<file path="src/rtl/otp_pkg.sv">
package otp_pkg;

    localparam int OTP_DW = 8;

    typedef enum logic [2:0] {
        MODE_STANDBY = 3'd0,
        MODE_OUTOFF  = 3'd1,
        MODE_READ    = 3'd2,
        MODE_IDENT   = 3'd3,
        MODE_PROG    = 3'd4,
        MODE_VERIFY  = 3'd5,
        MODE_INHIBIT = 3'd6,
        MODE_REFUSE  = 3'd7
    } otp_mode_e;

    typedef enum logic [1:0] {
        PS_IDLE    = 2'd0,
        PS_BURN    = 2'd1,
        PS_REFUSED = 2'd2
    } burn_state_e;

    localparam logic [6:0] ID_MAKER_LO = 7'h1C;
    localparam logic [6:0] ID_PART_LO  = 7'h01;
    localparam logic [6:0] ID_CONT_LO  = 7'h7F;

    // Bit 7 is chosen so that the whole byte carries an odd number of ones.
    function automatic logic [OTP_DW-1:0] odd_par_byte(input logic [6:0] low7);
        return {~^low7, low7};
    endfunction

endpackage

</file>
<file path="src/rtl/otp_mode_dec.sv">
module otp_mode_dec
    import otp_pkg::*;
(
    input  logic      ce_n,
    input  logic      oe_n,
    input  logic      prog_n,
    input  logic      vpp_on,
    input  logic      id_hv,
    output otp_mode_e mode
);

    logic [3:0] ctl;
    assign ctl = {ce_n, vpp_on, oe_n, prog_n};

    always_comb begin
        unique casez (ctl)
            4'b10??: mode = MODE_STANDBY;
            4'b11??: mode = MODE_INHIBIT;
            4'b001?: mode = MODE_OUTOFF;
            4'b000?: mode = id_hv ? MODE_IDENT : MODE_READ;
            4'b0110: mode = MODE_PROG;
            4'b0111: mode = MODE_OUTOFF;
            4'b0101: mode = MODE_VERIFY;
            4'b0100: mode = MODE_REFUSE;
            default: mode = MODE_STANDBY;
        endcase
    end

endmodule

</file>
<file path="src/rtl/otp_id_sel.sv">
module otp_id_sel
    import otp_pkg::*;
(
    input  logic [1:0]        sel,
    output logic [OTP_DW-1:0] id_byte
);

    always_comb begin
        unique case (sel)
            2'b10:   id_byte = odd_par_byte(ID_MAKER_LO);
            2'b11:   id_byte = odd_par_byte(ID_PART_LO);
            default: id_byte = odd_par_byte(ID_CONT_LO);
        endcase
    end

endmodule

</file>
<file path="src/rtl/otp_cell_array.sv">
module otp_cell_array
    import otp_pkg::*;
#(
    parameter int AW = 5
) (
    input  logic              clk,
    input  logic              rst_n,
    input  logic              we,
    input  logic [AW-1:0]     waddr,
    input  logic [OTP_DW-1:0] wdata,
    input  logic [AW-1:0]     raddr,
    output logic [OTP_DW-1:0] rdata
);

    localparam int DEPTH = 1 << AW;

    logic [OTP_DW-1:0] words [DEPTH];

    for (genvar i = 0; i < DEPTH; i++) begin : g_word
        logic [OTP_DW-1:0] cell_q;
        always_ff @(posedge clk or negedge rst_n) begin
            if (!rst_n) begin
                cell_q <= '1;
            end else if (we && (waddr == AW'(i))) begin
                cell_q <= cell_q & wdata;
            end
        end
        assign words[i] = cell_q;
    end

    assign rdata = words[raddr];

endmodule

</file>
<file path="src/rtl/otp_burn_fsm.sv">
module otp_burn_fsm
    import otp_pkg::*;
(
    input  logic      clk,
    input  logic      rst_n,
    input  logic      prog_n,
    input  otp_mode_e mode,
    output logic      wr_en,
    output logic      refused
);

    burn_state_e state_q, state_d;
    logic        strobe_q;
    logic        strobe_fall;

    always_ff @(posedge clk or negedge rst_n) begin
        if (!rst_n) begin
            state_q  <= PS_IDLE;
            strobe_q <= 1'b1;
        end else begin
            state_q  <= state_d;
            strobe_q <= prog_n;
        end
    end

    assign strobe_fall = strobe_q && !prog_n;

    always_comb begin
        state_d = state_q;
        unique case (state_q)
            PS_IDLE: begin
                if (strobe_fall && (mode == MODE_PROG)) begin
                    state_d = PS_BURN;
                end else if (strobe_fall && (mode == MODE_REFUSE)) begin
                    state_d = PS_REFUSED;
                end
            end
            PS_BURN: begin
                if (prog_n) state_d = PS_IDLE;
            end
            PS_REFUSED: begin
                if (prog_n) state_d = PS_IDLE;
            end
            default: state_d = PS_IDLE;
        endcase
    end

    always_comb begin
        wr_en   = (state_q == PS_IDLE) && strobe_fall && (mode == MODE_PROG);
        refused = (state_q == PS_REFUSED);
    end

endmodule

</file>
<file path="src/rtl/otp_mode_ctrl.sv">
module otp_mode_ctrl
    import otp_pkg::*;
#(
    parameter int AW = 5
) (
    input  logic              clk,
    input  logic              rst_n,
    input  logic              ce_n,
    input  logic              oe_n,
    input  logic              prog_n,
    input  logic              vpp_on,
    input  logic              id_hv,
    input  logic [AW-1:0]     addr,
    input  logic [OTP_DW-1:0] din,
    output logic [OTP_DW-1:0] dout,
    output logic              dout_oe,
    output logic [2:0]        mode,
    output logic              prog_err
);

    otp_mode_e         cur_mode;
    logic              wr_en;
    logic [OTP_DW-1:0] cell_byte;
    logic [OTP_DW-1:0] id_byte;

    otp_mode_dec u_dec (
        .ce_n   (ce_n),
        .oe_n   (oe_n),
        .prog_n (prog_n),
        .vpp_on (vpp_on),
        .id_hv  (id_hv),
        .mode   (cur_mode)
    );

    otp_burn_fsm u_fsm (
        .clk     (clk),
        .rst_n   (rst_n),
        .prog_n  (prog_n),
        .mode    (cur_mode),
        .wr_en   (wr_en),
        .refused (prog_err)
    );

    otp_cell_array #(.AW(AW)) u_arr (
        .clk   (clk),
        .rst_n (rst_n),
        .we    (wr_en),
        .waddr (addr),
        .wdata (din),
        .raddr (addr),
        .rdata (cell_byte)
    );

    otp_id_sel u_id (
        .sel     (addr[1:0]),
        .id_byte (id_byte)
    );

    always_comb begin
        unique case (cur_mode)
            MODE_READ, MODE_VERIFY: begin
                dout_oe = 1'b1;
                dout    = cell_byte;
            end
            MODE_IDENT: begin
                dout_oe = 1'b1;
                dout    = id_byte;
            end
            default: begin
                dout_oe = 1'b0;
                dout    = '0;
            end
        endcase
    end

    assign mode = cur_mode;

endmodule

</file>
<file path="config.mk">
export PLATFORM = sky130hd
export DESIGN_NAME = otp_mode_ctrl
export DESIGN_NICKNAME = d
export VERILOG_FILES = /design/src/rtl/otp_pkg.sv /design/src/rtl/otp_mode_dec.sv /design/src/rtl/otp_id_sel.sv /design/src/rtl/otp_cell_array.sv /design/src/rtl/otp_burn_fsm.sv /design/src/rtl/otp_mode_ctrl.sv
export SDC_FILE = /design/constraint.sdc
export NUM_CORES = 1
export LEC_CHECK = 0
export BUFFER_PORTS_ARGS = -buffer_cell sky130_fd_sc_hd__buf_2
export CORE_ASPECT_RATIO = 1.2
export CORE_MARGIN = 3
export CORE_UTILIZATION = 62
export DETAILED_ROUTE_END_ITERATION = 12
export PLACE_DENSITY = 0.81
export SYNTH_ARGS = -nofsm -noshare
export SYNTH_HDL_FRONTEND = slang
export SYNTH_SLANG_ARGS = --single-unit
</file>
<file path="constraint.sdc">
create_clock -name clk -period 2.45 [get_ports clk]
set_input_delay 0.49 -clock clk [delete_from_list [all_inputs] [get_ports clk]]
set_output_delay 0.49 -clock clk [all_outputs]
set_load 0.05 [all_outputs]
</file>
# Word level (Yosys, flattened, before mapping)
# Cells that the tools add are included.
[totals]
latchBits = 0
in_bits = 20
word_cells = 175
memories = 0
output_inout_bits = 13
regBits = 259
ramBits = 0
romBits = 0
[classes]
reduce_logical = 46
n_eq_ne = 49
div_mod_pow = 0
add_sub_neg = 0
mux = 12
n_bitwise = 33
n_lt_le_gt_ge = 1
n_mul = 0
shift = 0
[op_table]
columns = ["op", "n"]
rows = [
  ["$and A8 B8 Y8", 32],
  ["$eq A5 B5 Y1 const B", 16],
  ["$bmux W8 S5", 1],
  ["$eq A5 B4 Y1 const B", 8],
  ["$logic_and A1 B1 Y1", 37],
  ["$pmux W3 S7", 1],
  ["$eq A5 B3 Y1 const B", 4],
  ["$eq A4 B3 Y1 const B", 4],
  ["$mux W8", 2],
  ["$pmux W8 S2", 1],
  ["$pmux W7 S2", 1],
  ["$eq A2 B2 Y1 const B", 5],
  ["$eq A5 B2 Y1 const B", 2],
  ["$eq A3 B3 Y1 const B", 3],
  ["$eq A3 B2 Y1 const B", 2],
  ["$ge A6 B6 Y1 const B", 1],
  ["$mux W2", 3],
  ["$not A5 Y6", 1],
  ["$reduce_or A2 Y1", 3],
  ["$eq A5 B1 Y1 const B", 1],
  ["$logic_not A5 Y1", 1],
  ["$pmux W2 S2", 1],
  ["$eq A3 B1 Y1 const B", 1],
  ["$logic_not A3 Y1", 1],
  ["other kinds (8)", 9],
]

# Logic depth before layout (Yosys ltp)
[logic_depth]
depth_word = 8
mapped_depth = 8
mapped_depth_nobuf = 6

# Cells and area by module
# A second synthesis with hierarchy kept.
[unflattened]
cells_unflattened = 758
hier_area_um2 = 11601.1
[modules_own_cells]
columns = ["module", "cells_each", "seq_area_each_um2", "area_each_um2", "instances"]
rows = [
  ["otp_cell_array", 693, 6726.5, 11003.1, 1],
  ["otp_mode_ctrl", 32, 0.0, 307.8, 1],
  ["otp_burn_fsm", 17, 76.3, 190.2, 1],
  ["otp_id_sel", 9, 0.0, 55.1, 1],
  ["otp_mode_dec", 7, 0.0, 45.0, 1],
]

# Worst setup path before layout
# OpenSTA, ideal clock, no wires.
[synth_path]
kind = "input-to-output"
startpoint = "input prog_n"
endpoint = "output dout[0]"
n_path_buf = 0
t_arrival_ps = 3410
cell_stages = 4
slack_ps = -1450
required_time_ps = 1960
cell_sequence = "and2b_1 nor3_1 nand2_1 o31ai_1"
[synth_between]
elab_chain_cells = 6
word_cells_on_any_way = 11
classes_between = "eq/ne: 7; mux: 2; reduce/logical: 2"
[synth_rtl]
columns = ["item", "line", "text"]
rows = [
  ["start: declaration", "otp_mode_ctrl.sv:10", "input logic prog_n,"],
  ["$eq A4 B3 Y1", "otp_mode_dec.sv:16", "unique casez (ctl)"],
  ["$reduce_or A2 Y1 (no line)", "--", ""],
  ["$pmux W3 S7 (*)", "otp_mode_dec.sv:16", ""],
  ["$eq A3 B2 Y1 / $eq A3 B3 Y1 (equally long branches)", "otp_mode_ctrl.sv:60", "unique case (cur_mode)"],
  ["$reduce_or A2 Y1", "otp_mode_ctrl.sv:60", ""],
  ["$pmux W8 S2 (*)", "otp_mode_ctrl.sv:60", ""],
  ["end: declaration", "otp_mode_ctrl.sv:15", "output logic [OTP_DW-1:0] dout,"],
]
# Every way passes the cells marked *; elsewhere a longest branch is shown, timed or not.

# Worst setup path after layout
[layout_path]
startpoint = "register u_arr.g_word[11].cell_q[6]"
endpoint = "output dout[6]"
[layout_between]
elab_chain_cells = 4
[layout_rtl]
columns = ["item", "line", "text"]
rows = [
  ["start: declaration", "otp_cell_array.sv:20", "logic [OTP_DW-1:0] cell_q;"],
  ["start signal: assignment", "otp_cell_array.sv:25", "cell_q <= cell_q & wdata;"],
  ["$bmux W8 S5", "otp_cell_array.sv:31", "assign rdata = words[raddr];"],
  ["$mux W8 (not written as such) (2 in series)", "otp_cell_array.sv:31", ""],
  ["$pmux W8 S2", "otp_mode_ctrl.sv:60", ""],
]
# Every way passes these cells. The select of a mux whose other input is x is not followed.

==> impl_metrics.env <==
export IMPL_synth_area_top_cells="dfstp_2 59%, o21a_1 17%, mux2i_1 8.8%, mux4_2 3.1%, nand2_1 1.4%"
export IMPL_final_util_pct=75.4
export IMPL_ys_flop_type="dfstp_2"
export IMPL_die_h_microns=155
export IMPL_clk_pin_slew_worst_paths_ns=0.06
export IMPL_worstPathRequired_ns=1.96
export IMPL_n_antenna_cell=0
export IMPL_hold_viol=0
export IMPL_fin_crit_ns=2.78
export IMPL_clock_fmax_ghz=0.359
export IMPL_ys_warn_count=0
export IMPL_drt_wl_total_mm=28.4
export IMPL_synth_area_leader_cell="dfstp_2"
export IMPL_die_area_sq_um=20200
export IMPL_synth_seq_area_share_pct=59.3
export IMPL_grt_max_degree=77
export IMPL_grt_pass1_vias=8128
export IMPL_syn_num_nets=882
export IMPL_grt_total_usage_pct=29.2
export IMPL_synthDistinctLibCells=43
export IMPL_grt_ovfl_total=0
export IMPL_worstSetupPathType="flop to primary output"
export IMPL_irDropWorstVdd_uv=669
export IMPL_dr_first_iter_drc_count=557
export IMPL_setup_slack_ns=-0.333
export IMPL_grt_antenna_before_repair=0
export IMPL_cp_max_fo=2
export IMPL_failed_checks="negative setup slack"
export IMPL_cp_end_kind="primary output"
export IMPL_fin_crit_sh_pct=114
export IMPL_multi_input_area_sq_um=4670
export IMPL_start_util_pct=64.3
export IMPL_relSlewSlack_pct=54.2
export IMPL_grt_pass1_wl_mm=45.9
export IMPL_synth_edf_count=0
export IMPL_vias=7627
export IMPL_synth_top_cell_area_share_pct=58.9
export IMPL_drc=0
export IMPL_clock_sinks=259
export IMPL_clock_latency_ns=0.52
export IMPL_cp_arrival_ns=2.29
export IMPL_syn_area_sq_um=11500
export IMPL_powerDensity_nw_per_um2=657
export IMPL_htreeDepth=1
export IMPL_tns_ns=-1.90
export IMPL_slew_viol_final=0
export IMPL_cts_root_buf="clkbuf_16"
export IMPL_gp_congestion=0.899
export IMPL_syn_to_final_growth_pct=17.3
export IMPL_wire_per_inst_microns=24.6
export IMPL_nets=942
export IMPL_layout_area_seq_sq_um=6800
export IMPL_core_area_sq_um=17800
export IMPL_holdCritPathClass="primary input to flop"
export IMPL_setup_viol=8
export IMPL_netlist_top_cells_count="257 x dfstp_2, 256 x o21a_1, 101 x mux2i_1"
export IMPL_rsz0062_at_grt="true"
export IMPL_avgSynthCellArea_sq_um=13.3
export IMPL_cts_tree="built"
export IMPL_timing_max_cap_violations=0
export IMPL_first_pass_iters=5
export IMPL_fp_dieW_microns=130
export IMPL_cts_buffer_depth=3
export IMPL_fin_skew_ns=0.00868
export IMPL_io_pins=33
export IMPL_async_reset_ff_share_pct=100
export IMPL_p_leak_uw=0.00521
export IMPL_status="finished, violations left"
export IMPL_fill_cells=1061
export IMPL_drive_above_1_share_pct=48.2
export IMPL_synth_most_common_cell="dfstp_2"
export IMPL_yosys_register_bits=259
export IMPL_place_hpwl_mm=19.3
export IMPL_via_per_inst=6.60
export IMPL_fp_row_count=53
export IMPL_tightest_slew_ns=0.687
export IMPL_cts_buffers=26
export IMPL_netlist_instances=860
export IMPL_ant_nets=0
export IMPL_io_buffers=32
export IMPL_start_kind="flop"
==> cells by family after synthesis <==
family / synth area share [%]
compound gates: 22.2
flops: 59.3
mux: 12.1
simple gates: 3.50
buf+inv: 2.70
fa+ha+maj: 0.218
==> worst max-delay path, cell delays in order (launching register included) <==
cell     delay, ns
dfstp_2       0.54
mux2i_2       0.07
a22oi_1       0.22
a21oi_1       0.12
nor4_2        0.38
buf_4         0.17
a21o_1        0.11
buf_6         0.16
==> cell type report <==
cell class	count	area share, %
sequential	259	50.6
multi-input combinational	540	34.8
timing repair buffer	88	6.44
clock buffer	41	5.94
tap	220	2.05
inverter	5	0.140
clock inverter	2	0.0930
==> flip-flops by register name, summed over array words and instances (netlist names) <==
signal,flops
u_arr.g_word.cell_q,256
u_fsm.strobe_q,1
u_fsm.state_q,2
==> layout by cell type (no fill, tap or decap), types with 2 or more instances in the layout <==
cell | synthesis | layout
nand3_1 | 2 | 2
nor3b_1 | 2 | 2
a21o_1 | 2 | 2
buf_6 | 7 | 8
nand3b_1 | 2 | 2
dfstp_2 | 257 | 257
o21a_1 | 256 | 256
mux4_2 | 16 | 16
nand2b_1 | 4 | 4
o22ai_2 | 0 | 8
mux2i_2 | 0 | 6
inv_1 | 5 | 5
a221oi_2 | 0 | 16
a211oi_1 | 2 | 2
buf_12 | 0 | 14
a21oi_2 | 0 | 2
nor4_2 | 0 | 2
clkbuf_8 | 0 | 7
a22o_1 | 16 | 16
nor3_1 | 6 | 5
a21oi_1 | 10 | 8
mux2i_4 | 0 | 2
a22oi_1 | 18 | 17
clkbuf_16 | 0 | 27
nor3b_2 | 2 | 2
mux2i_1 | 101 | 93
nor2_1 | 7 | 6
ha_1 | 2 | 2
buf_2 | 4 | 22
dfrtp_1 | 2 | 2
o31ai_4 | 0 | 4
nand4_1 | 2 | 2
clkbuf_1 | 38 | 7
nand2_1 | 43 | 41
buf_4 | 6 | 40
==> metrics by stage <==
stage	cells	cell area, sq um	setup WS, ns	hold slack, ns	power, uW
after floorplan	860	11700	-0.123	0.194	4800
after global placement	1102	12300	-0.472	0.443	5040
after detailed placement	1102	12300	-0.426	0.447	5070
after CTS	1151	13400	-0.303	0.0886	8890
after global routing	1155	13400	-0.353	0.101	9110
final	1155	13400	-0.333	0.104	8830
==> per-layer routing <==
layer / GRT usage, % / routed length (microns) / vias to the layer above
met5: 0 / 0 / -
met4: 11.0 / 1060 / 0
met3: 3.54 / 1460 / 79
met2: 48.9 / 14400 / 269
met1: 39.3 / 11500 / 3968
li1: - / - / 3311
==> repair_timing <==
action                                  4_1_cts  5_1_grt
gates cloned                                  1        0
hold buffers                                  1        0
endpoints found under the hold margin         2        0
pin swaps                                    28       19
resized for setup                            44        5
buffers inserted                              4        4
endpoints found under the setup margin        8        8
==> power by group <==
group	total, uW	internal [uW]	switching (uW)	leakage [uW]
Combinational	755	277	478	0.00214
Sequential	4320	4310	6.30	0.00268
Clock	3760	2210	1550	0.000395
Total	8830	6800	2030	0.00521
==> path summary, 6_finish.rpt <==
kind	end	startpoint	slack, ns	cells past startpoint
worst min register to register	u_arr.g_word[22].cell_q[1]	u_arr.g_word[22].cell_q[1]	0.46	1
worst max register to register	u_arr.g_word[22].cell_q[0]	u_fsm.state_q[0]	0.46	7
min in group asynchronous	u_fsm.state_q[0]	rst_n	0.51	2
max in group asynchronous	u_arr.g_word[14].cell_q[6]	rst_n	1.12	3
worst min-delay path	u_fsm.strobe_q	prog_n	0.10	1
worst max-delay path	dout[6]	u_arr.g_word[11].cell_q[6]	-0.33	7
No activity file was read; power rests on OpenSTA's default activity.
